File: src/rtl/sinc_bist_pkg.sv
package sinc_bist_pkg;

    typedef enum logic [2:0] {
        ST_IDLE,
        ST_CLEAR,
        ST_RUN,
        ST_LATCH,
        ST_DONE
    } bist_state_e;

    localparam logic [1:0] SEL_NORM = 2'b00;
    localparam logic [1:0] SEL_TEST = 2'b11;
    localparam int         N_CHECKS = 3;
    localparam logic [1:0] LAST_CHK = 2'd2;

    // Check index whose window uses the all-ones stimulus and expects an all-ones result
    function automatic logic ones_phase(input logic [1:0] idx);
        return idx == 2'd1;
    endfunction

endpackage

File: src/rtl/sinc_bist_ctrl.sv
module sinc_bist_ctrl
    import sinc_bist_pkg::*;
#(
    parameter int INTERVAL = 64
) (
    input  logic       clk,
    input  logic       rst_n,
    input  logic       tms_i,
    output logic       start_o,
    output logic       clr_o,
    output logic       latch_o,
    output logic       done_o,
    output logic [1:0] sel_o,
    output logic [1:0] chk_o
);

    localparam int CNT_W = (INTERVAL > 2) ? $clog2(INTERVAL) : 1;
    localparam logic [CNT_W-1:0] CNT_LAST = CNT_W'(INTERVAL - 1);

    bist_state_e state_q, state_d;
    logic [CNT_W-1:0] cnt_q;
    logic [1:0]       chk_q;
    logic [1:0]       sel_q;
    logic             tms_q;
    logic             start;
    logic             win_last;

    assign start    = (state_q == ST_IDLE) && tms_i && !tms_q;
    assign win_last = (cnt_q == CNT_LAST);

    // State register
    always_ff @(posedge clk or negedge rst_n) begin
        if (!rst_n) state_q <= ST_IDLE;
        else        state_q <= state_d;
    end

    // Transitions
    always_comb begin
        state_d = state_q;
        unique case (state_q)
            ST_IDLE:  if (start) state_d = ST_CLEAR;
            ST_CLEAR: state_d = ST_RUN;
            ST_RUN:   if (win_last) state_d = ST_LATCH;
            ST_LATCH: state_d = (chk_q == LAST_CHK) ? ST_DONE : ST_RUN;
            ST_DONE:  state_d = ST_IDLE;
            default:  state_d = ST_IDLE;
        endcase
    end

    // Datapath registers: edge detector, interval counter, check index, selector
    always_ff @(posedge clk or negedge rst_n) begin
        if (!rst_n) begin
            tms_q <= 1'b0;
            cnt_q <= '0;
            chk_q <= '0;
            sel_q <= SEL_NORM;
        end else begin
            tms_q <= tms_i;
            if (state_q == ST_RUN && !win_last) cnt_q <= cnt_q + 1'b1;
            else                                cnt_q <= '0;
            if (start) begin
                chk_q <= '0;
                sel_q <= SEL_TEST;
            end else if (state_q == ST_LATCH && chk_q != LAST_CHK) begin
                chk_q <= chk_q + 2'd1;
            end else if (state_q == ST_DONE) begin
                sel_q <= SEL_NORM;
            end
        end
    end

    // Moore outputs
    always_comb begin
        clr_o   = 1'b0;
        latch_o = 1'b0;
        done_o  = 1'b0;
        unique case (state_q)
            ST_CLEAR: clr_o   = 1'b1;
            ST_LATCH: latch_o = 1'b1;
            ST_DONE:  done_o  = 1'b1;
            default: ;
        endcase
    end

    assign start_o = start;
    assign sel_o   = sel_q;
    assign chk_o   = chk_q;

    p_start_clear_r3: assert property (@(posedge clk) disable iff (!rst_n)
        start |=> (clr_o && sel_q == SEL_TEST));
    p_clear_once_r3: assert property (@(posedge clk) disable iff (!rst_n)
        clr_o |=> !clr_o);
    p_sel_test_r2: assert property (@(posedge clk) disable iff (!rst_n)
        (state_q != ST_IDLE) |-> (sel_q == SEL_TEST));
    p_latch_after_run_r5: assert property (@(posedge clk) disable iff (!rst_n)
        latch_o |-> ($past(state_q) == ST_RUN && $past(win_last)));
    p_done_pulse_r8: assert property (@(posedge clk) disable iff (!rst_n)
        done_o |=> (!done_o && sel_q == SEL_NORM));

endmodule

File: src/rtl/sinc_bist_src.sv
module sinc_bist_src
    import sinc_bist_pkg::*;
#(
    parameter int IN_W = 5
) (
    input  logic [1:0]      sel_i,
    input  logic [1:0]      chk_i,
    input  logic [IN_W-1:0] mod_data_i,
    output logic [IN_W-1:0] filt_in_o
);

    logic [IN_W-1:0] pattern;

    // Pattern generator: only the all-ones and all-zeros words exist
    assign pattern = ones_phase(chk_i) ? {IN_W{1'b1}} : {IN_W{1'b0}};

    always_comb begin
        if (sel_i == SEL_TEST) filt_in_o = pattern;
        else                   filt_in_o = mod_data_i;
    end

    always_comb begin
        if (sel_i == SEL_TEST)
            p_pattern_only_r4: assert (filt_in_o == '0 || filt_in_o == '1);
    end

endmodule

File: src/rtl/sinc_bist_ora.sv
module sinc_bist_ora
    import sinc_bist_pkg::*;
#(
    parameter int OUT_W = 21
) (
    input  logic             clk,
    input  logic             rst_n,
    input  logic             start_i,
    input  logic             latch_i,
    input  logic [1:0]       chk_i,
    input  logic [OUT_W-1:0] filt_out_i,
    output logic [2:0]       pass_o,
    output logic             fail_o
);

    logic [OUT_W-1:0] exp_rom [N_CHECKS];
    logic [OUT_W-1:0] exp_word;
    logic             match;

    // Expected-word ROM, one entry per check
    for (genvar g = 0; g < N_CHECKS; g++) begin : g_rom
        assign exp_rom[g] = ones_phase(2'(g)) ? {OUT_W{1'b1}} : {OUT_W{1'b0}};
    end

    assign exp_word = (chk_i == 2'd0) ? exp_rom[0] :
                      (chk_i == 2'd1) ? exp_rom[1] : exp_rom[2];
    assign match    = (filt_out_i == exp_word);

    always_ff @(posedge clk or negedge rst_n) begin
        if (!rst_n) begin
            pass_o <= '0;
            fail_o <= 1'b0;
        end else if (start_i) begin
            pass_o <= '0;
            fail_o <= 1'b0;
        end else if (latch_i) begin
            pass_o[chk_i] <= match;
            if (!match) fail_o <= 1'b1;
        end
    end

    p_fail_set_r7: assert property (@(posedge clk) disable iff (!rst_n)
        (latch_i && !match) |=> fail_o);
    p_fail_hold_r7: assert property (@(posedge clk) disable iff (!rst_n)
        (fail_o && !start_i) |=> fail_o);
    p_pass_bit_r6: assert property (@(posedge clk) disable iff (!rst_n)
        (latch_i && match && chk_i == 2'd1) |=> pass_o[1]);

endmodule

File: src/rtl/sinc_bist_wrap.sv
module sinc_bist_wrap
    import sinc_bist_pkg::*;
#(
    parameter int IN_W     = 5,
    parameter int OUT_W    = 21,
    parameter int INTERVAL = 64
) (
    input  logic             clk,
    input  logic             rst_n,
    input  logic             tms_i,
    input  logic [IN_W-1:0]  mod_data_i,
    output logic             filt_clr_o,
    output logic [IN_W-1:0]  filt_in_o,
    input  logic [OUT_W-1:0] filt_out_i,
    output logic [2:0]       pass_o,
    output logic             test_done_o,
    output logic             test_fail_o
);

    logic       start, latch;
    logic [1:0] sel, chk;

    sinc_bist_ctrl #(.INTERVAL(INTERVAL)) u_ctrl (
        .clk     (clk),
        .rst_n   (rst_n),
        .tms_i   (tms_i),
        .start_o (start),
        .clr_o   (filt_clr_o),
        .latch_o (latch),
        .done_o  (test_done_o),
        .sel_o   (sel),
        .chk_o   (chk)
    );

    sinc_bist_src #(.IN_W(IN_W)) u_src (
        .sel_i      (sel),
        .chk_i      (chk),
        .mod_data_i (mod_data_i),
        .filt_in_o  (filt_in_o)
    );

    sinc_bist_ora #(.OUT_W(OUT_W)) u_ora (
        .clk        (clk),
        .rst_n      (rst_n),
        .start_i    (start),
        .latch_i    (latch),
        .chk_i      (chk),
        .filt_out_i (filt_out_i),
        .pass_o     (pass_o),
        .fail_o     (test_fail_o)
    );

    p_normal_pass_r2: assert property (@(posedge clk) disable iff (!rst_n)
        (sel == SEL_NORM) |-> (filt_in_o == mod_data_i));
    p_done_after_last_r8: assert property (@(posedge clk) disable iff (!rst_n)
        test_done_o |-> ($past(latch) && $past(chk) == LAST_CHK));

endmodule

File: config.mk
export PLATFORM = sky130hd
export DESIGN_NAME = sinc_bist_wrap
export DESIGN_NICKNAME = d
export VERILOG_FILES = /design/src/rtl/sinc_bist_pkg.sv /design/src/rtl/sinc_bist_ctrl.sv /design/src/rtl/sinc_bist_src.sv /design/src/rtl/sinc_bist_ora.sv /design/src/rtl/sinc_bist_wrap.sv
export SDC_FILE = /design/constraint.sdc
export NUM_CORES = 1
export LEC_CHECK = 0
export BUFFER_PORTS_ARGS = -buffer_cell sky130_fd_sc_hd__buf_2
export CORE_MARGIN = 3
export CORE_UTILIZATION = 49
export CTS_BUF_LIST = sky130_fd_sc_hd__clkbuf_4
export DETAILED_ROUTE_END_ITERATION = 7
export PLACE_DENSITY = 0.81
export SYNTH_ARGS = -nofsm -noshare
export SYNTH_HDL_FRONTEND = slang
export SYNTH_SLANG_ARGS = --single-unit
File: constraint.sdc
create_clock -name clk -period 2.5 [get_ports clk]
set_input_delay 0.25 -clock clk [delete_from_list [all_inputs] [get_ports clk]]
set_output_delay 0.25 -clock clk [all_outputs]
set_load 0.05 [all_outputs]
* After elaboration in Yosys (flattened, before gate mapping)
Cells that the tools add are included.
Cells by class: muxes and demuxes 25, $lt $le $gt $ge 2, $add $sub $neg 2, reduce and logical (&&, ||, !) cells 15, eq/ne operators 14
Operators by type and width (count):
- 2-to-1 mux 21 bit | 2
- equality test 21 bit | 1
- 2-to-1 mux 3 bit | 5
- one-hot mux 3 bit (4 select lines) | 1
- 2-to-1 mux 2 bit | 5
- 2-to-1 mux 5 bit | 2
- != test 2 bit, second input constant | 4
- 2-to-1 mux 1 bit | 7
- adder 6 x 1 -> 6 bit, second input constant | 1
- equality test 3 x 2 -> 1 bit, second input constant | 2
- equality test 6 bit, second input constant | 1
- 2-to-1 mux 6 bit | 1
- AND reduction 2 bit | 3
- nonzero test 2 bit | 3
- logical AND 1 bit | 5
- equality test 2 bit, second input constant | 2
- bitwise mux 3 bit | 1
- equality test 3 x 1 -> 1 bit, second input constant | 1
- equality test 3 bit, second input constant | 1
- zero test 3 bit | 1
- less-than comparator 2 x 3 -> 1 bit, second input constant | 1
- adder 2 x 1 -> 2 bit, second input constant | 1
- demux 1 bit (select 2 bit) | 1
- equality test 2 x 1 -> 1 bit, second input constant | 1
- other kinds (4) | 5
Storage, ports and cells: input bits 29, register bits after elaboration 18, output and inout bits 11, word-level logic and storage cells 65

* Longest topological paths before layout
depth in word-level cells 7, mapped depth 7, mapped depth without buffers 6

* By module
Synthesis repeated with hierarchy kept, for this count alone.
Second synthesis, totals: cells, all modules 98, area total of the unflattened synthesis 1017.2 um2
Modules (own cells, without submodules):
- sinc_bist_ctrl | area each 634.4 um2, instances 1, cells an instance 58, seq. area each 325.3 um2
- sinc_bist_ora | area each 321.6 um2, instances 1, cells an instance 33, seq. area each 100.1 um2
- sinc_bist_src | area each 61.3 um2, instances 1, cells an instance 7, seq. area each 0.0 um2

* Least setup slack after synthesis
No wires, ideal clock.
path kind flip-flop to output port, from reg u_ctrl.state_q[1], to out filt_clr_o, arrival time 1.595 ns, cell stages (with the launch flop) 2, path buffers 0, path slack 0.655 ns, data required time 2.250 ns, path through dfrtp_1 nor3b_1
Between the ends: longest elaborated chain between the ends 2
Ends and longest elaborated chain:
- start: declaration | line sinc_bist_ctrl.sv:20 | bist_state_e state_q, state_d;
- start signal: assignment | line sinc_bist_ctrl.sv:34 | else state_q <= state_d;
- equality test 3 x 1 -> 1 bit | line sinc_bist_ctrl.sv:77 | unique case (state_q)
- 2-to-1 mux 1 bit | line sinc_bist_ctrl.sv:77
- end: declaration | line sinc_bist_wrap.sv:12 | output logic filt_clr_o,
No other way between the ends.

* Worst setup path in the final report
from reg u_ctrl.chk_q[1] (netlist: u_ctrl.chk_o[1]), to out filt_in_o[0]
Between the ends: longest elaborated chain between the ends 3
Ends and longest elaborated chain:
- start: declaration | line sinc_bist_ctrl.sv:22 | logic [1:0] chk_q;
- start signal: assignment | line sinc_bist_ctrl.sv:65 | chk_q <= chk_q + 2'd1;
- equality test 2 x 1 -> 1 bit | line sinc_bist_pkg.sv:18 | return idx == 2'd1;
- 2-to-1 mux 5 bit | line sinc_bist_src.sv:15 | assign pattern = ones_phase(chk_i) ? {IN_W{1'b1}} : {IN_W{1'b0}};
- 2-to-1 mux 5 bit | line sinc_bist_src.sv:18 | if (sel_i == SEL_TEST) filt_in_o = pattern;
- end: declaration | line sinc_bist_wrap.sv:13 | output logic [IN_W-1:0] filt_in_o,
No other way between the ends.

==> impl_results.md <==
- Die H: 50.9 um
- RSZ-0062 raised after global routing: false
- Worst r2r dst: u_ora.fail_o$_DFFE_PN0P_
- Fin crit period: 1.93 ns
- R2R setup slack: 0.66 ns
- Worst hold start: tms_i
- Final GP Congestion: 0.775
- Final setup violation count: 0
- Initial antenna violation count: 0
- Number of max-cap violations: 0
- Initial Utilization: 54.3%
- Yosys cell types: 31
- Synth Flop Type: dfrtp_1
- Post-DP HPWL: 1.75 mm
- Row count: 15
- Post-Syn Nets: 139
- HP Class: primary input to flip-flop
- Post-Synthesis Cells: 106
- Synth top area share: 43.0%
- Synth Warn #: 0
- Synth-to-Final Area Change: 25.9%
- GR Overflow Total: 0
- Via density: 5.29
- Commonest non-fill, non-tap cell in the layout: buf_2
- PwrDens: 966 mW/mm^2
- Startpoint types: flip-flop
- Vias: 916
- Setup CP Type: flip-flop to primary output
- Final number of max-transition violations: 0
- Port Buf Inserts: 39
- CTS Root Cell: clkbuf_4
- Post-CTS Resized: 0
- DRT iter0 DRCs: 24
- Worst hold stages: 1
- Hold_ws: 0.0706 ns
- H-tree Lvls: 1
- Clock Latency Late Sink: 0.29 ns
- CP Max Fanout: 9
- Global-route wire length before repair: 3.63 mm
- Clk_skew: 0.0135 ns
- CTS tree: built
- Core Region: 0.00182 sq mm
- Clk sinks: 17
- Non-filler cells, final: 173
- Pleak: 0.000625 uW
- Die W: 50.9 um
- Cell taking the most area after synthesis: dfrtp_1
- Sequential element share of the synthesized area: 43.0%
- Final Cycle Share: 77.0%
- Layout cells sized above 1: 34.5%
- Share of flip-flops with an asynchronous set or reset: 100%
- Nets: 182
- Vias in the first global route: 883
- Least-Margin Pin Slew: 0.359 ns
- Commonest non-fill, non-tap cells in the layout: buf_2, dfrtp_1, nor2_1
- Worst reg2reg path depth: 6
- CTS max path bufs: 2
- ANT nets after route: 0
- Drt total wl: 2.11 mm
- Status: completed
- Setup crit end kind: primary output
- Place WS: 0.666 ns
- # DRC: 0
- Fmax: 519 MHz
- Pre-antenna DRT Iters: 4
- Hold Path Sink: u_ctrl.tms_q$_DFF_PN0_
- Total die area: 0.00259 sq mm
- Largest net degree at the start of global routing: 18
- Mapped Area: 988 sq um
- RR Startpoint: u_ctrl.chk_o[1]$_DFFE_PN0P_
- CP Data Arrival Time: 1.68 ns
- Ports: 40
- Relative max-transition margin: 76.1%
- Cell Count Post-Placement: 168
- Maximum vdd drop: 0.000737 V
- Clk slew on worst S/H paths: 0.11 ns
- Syn avg cell area: 9.32 sq um
- #FFs+latches synth: 17
- Fin Setup TNS: 0 ns
- Final hold violations: 0
- Final worst slack: 0.575 ns
- Post-synth EDFFs: 0
- Inserted Clock Buffers: 3
- Ant. Diodes: 0
- Synth area leaders: dfrtp_1, ha_1, nor2_1, nor4_4, nand3_1
- Post-route core utilization: 68.4%
- All-Layer GR Usage: 17.9%
- CP required: 2.25 ns
- Drt wl/cell: 12.2 um
-- state kept, by name, indices dropped and copies added, names as in the netlist --
register	cells
u_ctrl.cnt_q	6
u_ctrl.state_q	3
u_ora.pass_o	3
u_ctrl.chk_o	2
u_ctrl.sel_o	1
u_ctrl.tms_q	1
u_ora.fail_o	1
-- how the worst max path moves through the flow --
stage                                  startpoint                        to  slack [ns]  cells after the start
global route          u_ctrl.chk_o[1]$_DFFE_PN0P_              filt_in_o[1]        0.45                      5
finish                u_ctrl.chk_o[1]$_DFFE_PN0P_              filt_in_o[0]        0.57                      5
global placement      u_ctrl.chk_o[0]$_DFFE_PN0P_  u_ora.fail_o$_DFFE_PN0P_        0.73                      5
CTS                   u_ctrl.chk_o[1]$_DFFE_PN0P_              filt_in_o[0]        0.57                      5
floorplan           u_ctrl.state_q[1]$_DFFE_PN0P_                filt_clr_o        0.65                      1
detailed placement    u_ctrl.chk_o[1]$_DFFE_PN0P_  u_ora.fail_o$_DFFE_PN0P_        0.67                      6
-- per-stage QoR --
step / instance area (sq um) / power, uW
after global placement: 1210 / 1040
after detailed placement: 1210 / 1060
after CTS: 1240 / 1200
final: 1240 / 1200
after global routing: 1240 / 1290
after floorplan: 988 / 904
-- kinds of logic after synthesis --
logic type,after synthesis,synth area share (%)
mux,1,1.01
buf+inv,12,4.56
xor+xnor,5,4.43
simple gates,53,32.4
compound gates,14,9.49
flops,17,43.0
fa+ha+maj,4,5.06
-- worst max-delay path, stage by stage (launching register included) --
cell and delay, ns:
dfrtp_1 0.41, inv_1 0.09, ha_1 0.33, nand2_1 0.17
o21ai_0 0.11, buf_2 0.28
-- repair_timing --
action / CTS / global route
hold buffers: 1 / 0
hold endpoints to repair: 17 / 0
setup buffers: 0 / 0
-- cell usage after synthesis (all sizes together), types with 2 or more instances --
library cell,number
and3,3
clkbuf,2
dfrtp,17
ha,4
inv,10
nand2,9
nand2b,2
nand3,8
nand4,3
nor2,12
nor3,3
nor4,4
o21ai,9
or3,2
or4,3
xnor2,3
xor2,2
-- cell type report --
class	count	area [sq um]
multi-input combinational	77	518
sequential	17	425
tap	25	31.3
inverter	10	37.5
clock inverter	1	5.00
clock buffer	3	22.5
fill	149	576
timing repair buffer	40	205
-- routing by layer --
metal  global-route usage (%)  vias up  part of all wire (%)  wire [um]
met1                     21.2      429                    42        882
met5                        0        -                     0          0
met4                     5.83        0                  0.57         12
met3                     2.62        2                   4.8        101
li1                         -      459                     -          -
met2                     32.8       26                    53       1110
-- power breakdown --
group | switching (uW) | leakage [uW] | internal [uW]
Clock | 88.8 | 0.0000177 | 59.3
Combinational | 443 | 0.000393 | 194
Sequential | 71.4 | 0.000215 | 345
Total | 604 | 0.000625 | 598
Power figures use the tool's default switching activity.
